`src/rtl/mdio_pkg.sv`:
```
// Package: shared constants, register field positions and the frame builder
// for the MDIO management master. Assumes Clause 22 framing only.
package mdio_pkg;
    localparam int PRE_LEN  = 32;                 // preamble ones
    localparam int FRM_LEN  = 32;                 // management frame bits
    localparam int TOT_LEN  = PRE_LEN + FRM_LEN;  // bits per transaction
    localparam int IDX_W    = $clog2(TOT_LEN);
    localparam int DIV_W    = 16;
    localparam int ADR_W    = 5;
    localparam int DAT_W    = 16;
    localparam int TA1_IDX  = PRE_LEN + 14;       // first turnaround bit
    localparam int TA2_IDX  = PRE_LEN + 15;       // second turnaround bit
    localparam int DAT0_IDX = PRE_LEN + 16;       // first data bit

    // field positions of the two software-visible words
    localparam int CTL_IDLE = 31;
    localparam int CTL_EN   = 30;
    localparam int ACC_GO   = 31;
    localparam int ACC_WR   = 30;
    localparam int ACC_ACK  = 29;
    localparam int ACC_REG  = 21;
    localparam int ACC_PHY  = 16;

    typedef enum logic {SEL_CTRL = 1'b0, SEL_ACCESS = 1'b1} reg_sel_e;

    // Builds the whole serial pattern, MSB sent first.
    function automatic logic [TOT_LEN-1:0] build_frame(
        input logic             wr,
        input logic [ADR_W-1:0] phy,
        input logic [ADR_W-1:0] ra,
        input logic [DAT_W-1:0] d);
        return {{PRE_LEN{1'b1}}, 2'b01, (wr ? 2'b01 : 2'b10), phy, ra,
                (wr ? 2'b10 : 2'b11), (wr ? d : {DAT_W{1'b1}})};
    endfunction
endpackage

```
`src/rtl/mdio_clk_div.sv`:
```
// Clock divider: produces mdc with a period of div+1 system clocks (div 0
// treated as 1), low half first, plus strobes that mark the system-clock
// edge on which mdc rises or falls. Assumes run is held for whole frames.
module mdio_clk_div #(
    parameter int DIV_W = 16
) (
    input  logic             clk,
    input  logic             rst_n,
    input  logic             load,
    input  logic [DIV_W-1:0] div_in,
    input  logic             run,
    output logic             mdc,
    output logic             rise_evt,
    output logic             fall_evt
);
    logic [DIV_W-1:0] div_q;
    logic [DIV_W-1:0] cnt_q;
    logic [DIV_W-1:0] half;

    // latch the divider at transaction start, clamping zero to one
    always_ff @(posedge clk) begin
        if (!rst_n)
            div_q <= DIV_W'(1);
        else if (load)
            div_q <= (div_in == '0) ? DIV_W'(1) : div_in;
    end

    // phase counter, parked at zero when not running
    always_ff @(posedge clk) begin
        if (!rst_n || !run)
            cnt_q <= '0;
        else if (cnt_q == div_q)
            cnt_q <= '0;
        else
            cnt_q <= cnt_q + 1'b1;
    end

    // low phase length = floor((div+1)/2)
    always_comb half = (div_q >> 1) + {{(DIV_W-1){1'b0}}, div_q[0]};

    assign mdc      = run && (cnt_q >= half);
    assign rise_evt = run && (cnt_q == half - 1'b1);
    assign fall_evt = run && (cnt_q == div_q);
endmodule

```
`src/rtl/mdio_frame_engine.sv`:
```
// Frame engine: shifts out preamble and frame on mdc falling strobes,
// samples turnaround and read data on rising strobes, and releases the
// output enable for the reply part of a read. Assumes start only when idle.
module mdio_frame_engine
    import mdio_pkg::*;
(
    input  logic             clk,
    input  logic             rst_n,
    input  logic             start,
    input  logic             is_write,
    input  logic [ADR_W-1:0] phy,
    input  logic [ADR_W-1:0] ra,
    input  logic [DAT_W-1:0] wdata,
    input  logic             rise_evt,
    input  logic             fall_evt,
    input  logic             mdio_i,
    output logic             busy,
    output logic             done,
    output logic             mdio_o,
    output logic             mdio_oe,
    output logic [DAT_W-1:0] rd_data,
    output logic             ack
);
    localparam logic [IDX_W-1:0] LAST = IDX_W'(TOT_LEN - 1);
    localparam logic [IDX_W-1:0] TA1  = IDX_W'(TA1_IDX);
    localparam logic [IDX_W-1:0] TA2  = IDX_W'(TA2_IDX);
    localparam logic [IDX_W-1:0] DAT0 = IDX_W'(DAT0_IDX);

    logic               busy_q;
    logic               wr_q;
    logic [IDX_W-1:0]   bit_q;
    logic [TOT_LEN-1:0] shreg_q;
    logic [DAT_W-1:0]   rx_q;
    logic               ack_q;

    assign done = busy_q && fall_evt && (bit_q == LAST);

    // sequencing: load on start, advance one bit per mdc falling strobe
    always_ff @(posedge clk) begin
        if (!rst_n) begin
            busy_q  <= 1'b0;
            wr_q    <= 1'b0;
            bit_q   <= '0;
            shreg_q <= '1;
        end else if (start && !busy_q) begin
            busy_q  <= 1'b1;
            wr_q    <= is_write;
            bit_q   <= '0;
            shreg_q <= build_frame(is_write, phy, ra, wdata);
        end else if (busy_q && fall_evt) begin
            if (bit_q == LAST)
                busy_q <= 1'b0;
            else
                bit_q <= bit_q + 1'b1;
            shreg_q <= {shreg_q[TOT_LEN-2:0], 1'b1};
        end
    end

    // capture turnaround acknowledge and reply data on mdc rising strobes
    always_ff @(posedge clk) begin
        if (!rst_n) begin
            rx_q  <= '0;
            ack_q <= 1'b0;
        end else if (start && !busy_q) begin
            ack_q <= 1'b0;
        end else if (busy_q && rise_evt && !wr_q) begin
            if (bit_q == TA2)
                ack_q <= !mdio_i;
            if (bit_q >= DAT0)
                rx_q <= {rx_q[DAT_W-2:0], mdio_i};
        end
    end

    assign busy    = busy_q;
    assign mdio_o  = busy_q ? shreg_q[TOT_LEN-1] : 1'b1;
    assign mdio_oe = busy_q && (wr_q || (bit_q < TA1));
    assign rd_data = rx_q;
    assign ack     = ack_q;
endmodule

```
`src/rtl/mdio_master.sv`:
```
// MDIO management master top: holds the control and access words, starts a
// transaction when the go flag is set and the block is enabled, and writes
// the result back on completion. Assumes one register access per clock.
module mdio_master
    import mdio_pkg::*;
(
    input  logic        clk,
    input  logic        rst_n,
    input  logic        reg_wr,
    input  logic        reg_sel,
    input  logic [31:0] reg_wdata,
    output logic [31:0] reg_rdata,
    output logic        mdc,
    output logic        mdio_o,
    output logic        mdio_oe,
    input  logic        mdio_i
);
    logic [DIV_W-1:0] div_q;
    logic             en_q;
    logic             go_q;
    logic             acc_wr_q;
    logic             ack_bit_q;
    logic [ADR_W-1:0] regad_q;
    logic [ADR_W-1:0] phy_q;
    logic [DAT_W-1:0] data_q;

    logic             busy;
    logic             done;
    logic             start;
    logic             rise_evt;
    logic             fall_evt;
    logic [DAT_W-1:0] rd_data;
    logic             eng_ack;
    logic             wr_ctrl;
    logic             wr_acc;

    assign start   = go_q && en_q && !busy;
    assign wr_ctrl = reg_wr && (reg_sel == SEL_CTRL);
    assign wr_acc  = reg_wr && (reg_sel == SEL_ACCESS) && !go_q;

    // control word: divider and enable
    always_ff @(posedge clk) begin
        if (!rst_n) begin
            div_q <= '0;
            en_q  <= 1'b0;
        end else if (wr_ctrl) begin
            div_q <= reg_wdata[DIV_W-1:0];
            en_q  <= reg_wdata[CTL_EN];
        end
    end

    // access word: software load when not pending, hardware write-back on done
    always_ff @(posedge clk) begin
        if (!rst_n) begin
            go_q      <= 1'b0;
            acc_wr_q  <= 1'b0;
            ack_bit_q <= 1'b0;
            regad_q   <= '0;
            phy_q     <= '0;
            data_q    <= '0;
        end else if (wr_acc) begin
            go_q      <= reg_wdata[ACC_GO];
            acc_wr_q  <= reg_wdata[ACC_WR];
            ack_bit_q <= 1'b0;
            regad_q   <= reg_wdata[ACC_REG +: ADR_W];
            phy_q     <= reg_wdata[ACC_PHY +: ADR_W];
            data_q    <= reg_wdata[DAT_W-1:0];
        end else if (done) begin
            go_q <= 1'b0;
            if (!acc_wr_q) begin
                data_q    <= rd_data;
                ack_bit_q <= eng_ack;
            end
        end
    end

    // read mux for the two words
    always_comb begin
        if (reg_sel == SEL_CTRL)
            reg_rdata = {!busy, en_q, {(30-DIV_W){1'b0}}, div_q};
        else
            reg_rdata = {go_q, acc_wr_q, ack_bit_q, 3'b000, regad_q, phy_q, data_q};
    end

    mdio_clk_div #(.DIV_W(DIV_W)) u_div (
        .clk      (clk),
        .rst_n    (rst_n),
        .load     (start),
        .div_in   (div_q),
        .run      (busy),
        .mdc      (mdc),
        .rise_evt (rise_evt),
        .fall_evt (fall_evt)
    );

    mdio_frame_engine u_eng (
        .clk      (clk),
        .rst_n    (rst_n),
        .start    (start),
        .is_write (acc_wr_q),
        .phy      (phy_q),
        .ra       (regad_q),
        .wdata    (data_q),
        .rise_evt (rise_evt),
        .fall_evt (fall_evt),
        .mdio_i   (mdio_i),
        .busy     (busy),
        .done     (done),
        .mdio_o   (mdio_o),
        .mdio_oe  (mdio_oe),
        .rd_data  (rd_data),
        .ack      (eng_ack)
    );
endmodule

```
`config.mk`:
```
export PLATFORM = sky130hd
export DESIGN_NAME = mdio_master
export DESIGN_NICKNAME = d
export VERILOG_FILES = /design/src/rtl/mdio_pkg.sv /design/src/rtl/mdio_clk_div.sv /design/src/rtl/mdio_frame_engine.sv /design/src/rtl/mdio_master.sv
export SDC_FILE = /design/constraint.sdc
export NUM_CORES = 1
export LEC_CHECK = 0
export BUFFER_PORTS_ARGS = -buffer_cell sky130_fd_sc_hd__buf_2
export CAP_MARGIN = 15
export CORE_MARGIN = 1.5
export CORE_UTILIZATION = 45
export DETAILED_ROUTE_END_ITERATION = 8
export HOLD_SLACK_MARGIN = 0.12
export PLACE_DENSITY = 0.65
export SETUP_SLACK_MARGIN = 0.2
export SYNTH_ARGS = -nofsm -noshare
export SYNTH_HDL_FRONTEND = slang
export SYNTH_HIERARCHICAL = 1
export SYNTH_SLANG_ARGS = --single-unit
```
`constraint.sdc`:
```
create_clock -name clk -period 3.6 [get_ports clk]
set_clock_uncertainty 0.1 [all_clocks]
set_input_delay 0.18 -clock clk [delete_from_list [all_inputs] [get_ports clk]]
set_output_delay 0.18 -clock clk [all_outputs]
set_load 0.02 [all_outputs]
```
After elaboration in Yosys (flattened, before gate mapping)

Index checks and enable logic that the tools add are counted.

$add $sub $neg: 4
Magnitude comparators: 3
Equality and inequality tests: 5
Mux-type cells: 16
Bitwise gates (word level): 5
Reduce and logical (&&, ||, !) cells: 34

Operator list:

| cell                                                     | number |
|---|---|
| two-way mux 32 bit                                       | 3 |
| two-way mux 16 bit                                       | 5 |
| equality test 16 bit                                     | 2 |
| adder 15 x 1 -> 16 bit                                   | 1 |
| adder 16 x 1 -> 16 bit, second input constant            | 1 |
| greater-or-equal comparator 16 bit                       | 1 |
| zero test 16 bit                                         | 1 |
| subtractor 16 x 1 -> 16 bit, second input constant       | 1 |
| logical AND 1 bit                                        | 14 |
| equality test 6 bit, second input constant               | 2 |
| AND reduction 2 bit                                      | 5 |
| two-way mux 1 bit                                        | 7 |
| adder 6 x 1 -> 6 bit, second input constant              | 1 |
| greater-or-equal comparator 6 bit, second input constant | 1 |
| less-than comparator 6 bit, second input constant        | 1 |
| nonzero test 2 bit                                       | 3 |
| OR reduction 2 bit                                       | 3 |
| zero test 1 bit                                          | 5 |
| inverter 1 bit                                           | 5 |
| AND reduction 3 bit                                      | 1 |
| logical OR 1 bit                                         | 2 |
| two-way mux 2 bit                                        | 1 |
| inequality test 2 x 1 -> 1 bit, second input constant    | 1 |

Register bits: 167
Input bits: 37
Word-level logic and storage cells: 84

Logic depth before layout (Yosys ltp)

Word-level depth: 7
Depth in mapped cells: 16

Hierarchy

The synthesis kept the hierarchy.

Modules (own cells, without submodules):

| module            | times used | cells an instance | area an instance (um^2) | seq. area each (um^2) |
|---|---|---|---|---|
| mdio_frame_engine | 1          | 414               | 3,488.3                 | 1,781.7 |
| mdio_clk_div      | 1          | 347               | 2,939.1                 | 640.6 |
| mdio_master       | 1          | 263               | 2,143.3                 | 920.9 |

Worst setup path before layout

Ideal clock, no wire load.

Path kind: reg2reg
Start: reg u_div.div_q[0]
End: reg u_eng.rx_q[10] (netlist: u_eng/rd_data[10])
Library setup time: 0.070 ns
Data arrival time: 3.335 ns
Slack: 0.095 ns
Stages on the path, launching flop included: 17
Buffers on the path: 2
Clock period less this slack: 3.505 ns
Cell sequence: dfxtp_1 -> ha_1 -> ha_1 -> inv_1 -> ha_1 -> nor4b_1 -> a31oi_1 -> nor3_1 -> nor2b_2 -> nand2_1 -> or3_1 -> a2111oi_2 -> and4b_1 -> buf_4 -> buf_6 -> nand3_1 -> a21oi_1

Cells in the longest elaborated chain, start to end: 7

Ends and longest elaborated chain:

| what                                 | RTL line                | text |
|---|---|---|
| start: declaration                   | mdio_clk_div.sv:16      | `logic [DIV_W-1:0] div_q;` |
| start signal: assignment             | mdio_clk_div.sv:25      | `div_q <= (div_in == '0) ? DIV_W'(1) : div_in;` |
| adder 15 x 1 -> 16 bit               | mdio_clk_div.sv:39      | `always_comb half = (div_q >> 1) + {{(DIV_W-1){1'b0}}, div_q[0]};` |
| subtractor 16 x 1 -> 16 bit          | mdio_clk_div.sv:42      | `assign rise_evt = run && (cnt_q == half - 1'b1);` |
| equality test 16 bit                 | mdio_clk_div.sv:42      |  |
| logical AND 1 bit                    | mdio_clk_div.sv:42      |  |
| via rise_evt                         | mdio_master.sv:30       | `logic rise_evt;` |
| logical AND 1 bit (2 in series)      | mdio_frame_engine.sv:66 | `end else if (busy_q && rise_evt && !wr_q) begin` |
| AND reduction 3 bit (no source line) | --                      |  |
| end signal: assignment               | mdio_frame_engine.sv:70 | `rx_q <= {rx_q[DAT_W-2:0], mdio_i};` |
| end: declaration                     | mdio_frame_engine.sv:33 | `logic [DAT_W-1:0] rx_q;` |

The timed path passes the listed nets, and every way through them passes these cells.
A chain may end at the register's enable or synchronous reset.

Worst setup path after layout

Start: reg u_div.div_q[1]
End: reg u_eng.ack_q (netlist: u_eng/ack)

Cells in the longest elaborated chain, start to end: 7

Ends and longest elaborated chain:

| what                                 | RTL line                | text |
|---|---|---|
| adder 15 x 1 -> 16 bit               | mdio_clk_div.sv:39      |  |
| subtractor 16 x 1 -> 16 bit          | mdio_clk_div.sv:42      |  |
| equality test 16 bit                 | mdio_clk_div.sv:42      |  |
| logical AND 1 bit                    | mdio_clk_div.sv:42      |  |
| via rise_evt                         | mdio_master.sv:30       |  |
| logical AND 1 bit (2 in series)      | mdio_frame_engine.sv:66 |  |
| AND reduction 2 bit (no source line) | --                      |  |
| end signal: assignment               | mdio_frame_engine.sv:68 | `ack_q <= !mdio_i;` |
| end: declaration                     | mdio_frame_engine.sv:34 | `logic ack_q;` |

The timed path passes the listed nets, and every way through them passes these cells.

==> reports/results.tsv <==
stage	metric	value	unit
global_route	grt_use_total	22.6	%
critical_path	critPathSlowestCell	or3_4	
clock_tree	clk_pin_slew_worst_paths	0.07	ns
critical_path	endpoint_kind	flip-flop	
placement	pre_cts_slack	-0.0444	ns
power_and_ir_drop	ir_worst_vdd	0.357	mV
critical_path	cp-start-kind	flip-flop	
flow_run	drv_cap	0	
routing	drt-initial-drc-count	555	
critical_path	r2r_end	u_eng/ack	
critical_path	r2r_start	u_div/div_q[1]	
routing	vias	7645	
floorplanning	top_level_ports	72	
critical_path	critPathKind	reg -> reg	
finish	postLayoutCoreUtil	56.0	%
critical_path	worstPathRequired	3.84	ns
global_route	grt_max_degree	54	
critical_path	worstPathCellList	ha_4, buf_4, nand3_4, or3_4, or3_4, a211o_1, nor4_2, nor4_1, a2111oi_4, and4b_2, buf_4, a21oi_1, a311oi_1	
critical_path	arrival	3.65	ns
placement	portBuffers	64	
floorplanning	fp.coreArea	0.0187	mm2
power_and_ir_drop	powerDensity	390	mW/mm2
critical_path	r2r_cells	13	
synth	ys_seq_area_share	39.0	%
sta	finalCritPeriodShare	94.7	%
critical_path	cpPeakStageDelay	0.41	ns
sta	period_minus_slack	3.41	ns
routing	drc	0	
clock_tree	clock_sinks	167	
finish	num_antenna_cells	0	
clock_tree	clk_latency	0.44	ns
finish	drive_above_1_share	21.2	%
finish	fin_area	0.0105	mm2
floorplanning	start_util	45.8	%
synth	ys_top_cells_by_area	dfxtp_1 39%, nand2_1 8.9%, nand3_1 4.6%	
clock_tree	htree_levels	4	
sta	hold-worst-slack	0.128	ns
floorplanning	die_w	141	um
critical_path	cp.buffers_inverters	2	
sta	layout_setup_ws	0.191	ns
critical_path	crit_start	u_div/div_q[1]	
synth	synth_compound_area_share	15.4	%
synth	netlist_area	0.00857	mm2
synth	synthArstFlopShare	0	%
synth	synth.area.mux_share	4.70	%
status	status	completed	
synth	avgSynthCellArea	8.37	um2
hold_path	hp-class	in -> reg	
synth	ys_warn_count	6	
synth	synth-seq-cells	167	
critical_path	path_delay_family	simple AND/OR/NAND/NOR gates	
sta	grt_setup_unrepaired	true	
critical_path	crit_cells	13	
placement	dpl_cell_area	0.00914	mm2
power_and_ir_drop	total_leakage_power	4.28	nW
sta	finalHoldViolCount	0	
synth	synth_top_family_by_area	simple AND/OR/NAND/NOR gates	
floorplanning	fp.dieArea	0.0199	mm2
synth	synth-xor-area-share	6.32	%
synth	synthSimpleGateAreaFrac	25.8	%
sta	finalSetupTns	0	ns
critical_path	reg2reg_setup_slack	0.19	ns
sta	max_freq	0.293	GHz
routing	wl_per_cell	16.5	um
critical_path	endpoint	u_eng/ack	
finish	layout.nets	1170	
finish	syn_to_final_growth	22.2	%
sta	slew_viol_final	0	
global_route	grt_pass1_wl	36100	um
synth	yosys.area_share.adder	3.21	%
routing	drt_wl_total	22400	um
synth	yosys.area.top_type	dfxtp_1	
synth	ys.flop_type	dfxtp_1	
global_route	antenna_found_initial	0	
routing	firstDrtPassIters	5	
sta	setup_viol	0	
sta	tightest_slew	1.11	ns
sta	slew_headroom	25.8	%
synth	synth_edf_count	0	
synth	synth_top_area_share	39.0	%
critical_path	crit_fanout	6	
clock_tree	cts_made_buffers	17	
placement	dpl.hpwl	15000	um
global_route	grt_overflow_total	0	
floorplanning	num_rows	50	
clock_tree	cts-root-buf	clkbuf_16	
routing	drt-vias-per-instance	5.63	
power_and_ir_drop	totalPowerFinal	4.09	mW
floorplanning	die_y	141	um
synth	postSynthCellCount	1024	
finish	layoutNonFillerInstCount	1358	
clock_tree	cts_buffer_depth	2	
placement	gp_congestion	0.864	
routing	drtAntennaViolNets	0	
synth	yosysUniqueCellTypes	82	
placement	dp.cells	1292	
global_route	grt_pass1_vias	7002	
clock_tree	cts_tree	done	
-- final cells by class --
class	instances	area, um2
sequential	167	3350
tap	234	293
timing repair buffer	140	986
multi-input combinational	770	5160
clock buffer	18	439
inverter	15	58.8
fill	1677	8230
clock inverter	14	181
-- repair_timing --
item	4_1_cts	5_1_grt
endpoints found under the hold margin	47	0
pin swaps	9	19
endpoints found under the setup margin	18	33
cloned	1	0
buffers inserted	0	4
hold buffers	29	0
resized for setup	27	51
-- cell families (layout without fill, tap and decap cells) --
kind of cell / count (synthesis) / in the layout
muxes: 38 / 38
DFF: 167 / 167
other: 1 / 3
buffers and inverters: 89 / 187
AOI/OAI and AO/OA: 204 / 204
xor gates and xnor gates: 56 / 56
and+or+nand+nor: 447 / 447
adders and majority gates: 22 / 22
-- tightest hold or removal path, delay by kind of cell --
family / cells / cell delay [ns]
buf+inv: 2 / 0.35
simple gates: 1 / 0.09
-- cells in the final DEF, fill, tap and decap left out, types with 12 or more instances in the layout --
| cell | n |
|---|---|
| dfxtp_1 | 163 |
| nor2_1 | 25 |
| nand2_1 | 203 |
| clkbuf_16 | 17 |
| inv_1 | 12 |
| a21oi_1 | 53 |
| nor2b_1 | 18 |
| a21boi_1 | 12 |
| buf_2 | 63 |
| and2_1 | 16 |
| o21ai_0 | 38 |
| xor2_1 | 31 |
| xnor2_1 | 15 |
| a21boi_0 | 17 |
| ha_1 | 19 |
| nand4_1 | 25 |
| o21ai_1 | 16 |
| buf_4 | 45 |
| mux2i_1 | 19 |
| nand3_1 | 73 |
| mux2_2 | 18 |
| dlygate4sd3_1 | 29 |
-- how the worst min path moves through the flow --
| stage | cells after the start | end | from |
|---|---|---|---|
| 3_5_place_dp | 3 | phy_q[2] | reg_wdata[18] |
| 2_1_floorplan | 1 | u_eng/ack | mdio_i |
| 3_3_place_gp | 3 | phy_q[0] | reg_wdata[16] |
| 4_1_cts | 3 | u_eng/shreg_q[10] | rst_n |
| 6_report | 3 | u_eng/shreg_q[10] | rst_n |
| 5_1_grt | 3 | u_eng/shreg_q[15] | rst_n |
-- state kept, by name, summed over array words and instances, names as in the netlist, 5 cells and up --
signal and flops:
u_eng/shreg_q 64, data_q 16, div_q 16, u_div/cnt_q 16, u_div/div_q 16, u_eng/rd_data 16, u_eng/bit_q 6, phy_q 5
regad_q 5
-- report_power, final --
group | total (mW) | switching, mW | leakage, nW | internal (mW)
clock | 1.92 | 0.846 | 0.300 | 1.07
sequential | 1.91 | 0.0347 | 1.36 | 1.88
combinational | 0.257 | 0.145 | 2.62 | 0.112
-- synthesized netlist by cell type (all sizes together) (3+ instances only) --
master  count
nand4      27
xnor2      19
inv        15
and3        7
and2       17
xor2       34
nor3       15
a31oi       4
and4        6
a22oi       7
a21boi     29
nand3      79
a21o        8
nor2b      19
or3         9
nand2     205
mux2i      20
nor2       28
dfxtp     167
o21a        3
a221oi     11
mux2       18
buf        50
nor4       14
clkbuf     24
a21oi      58
ha         22
a221o       4
nor4b       3
o21ai      54
nand2b      6
-- metal layers --
layer	wire length (um)	vias up	track usage [%]	share of wire, %
met2	10400	173	35.2	46
li1	-	3784	-	-
met3	786	25	3.29	3.5
met4	303	0	6.69	1.4
met5	0	-	0	0
met1	10900	3663	32.5	49
Power figures use the tool's default switching activity.
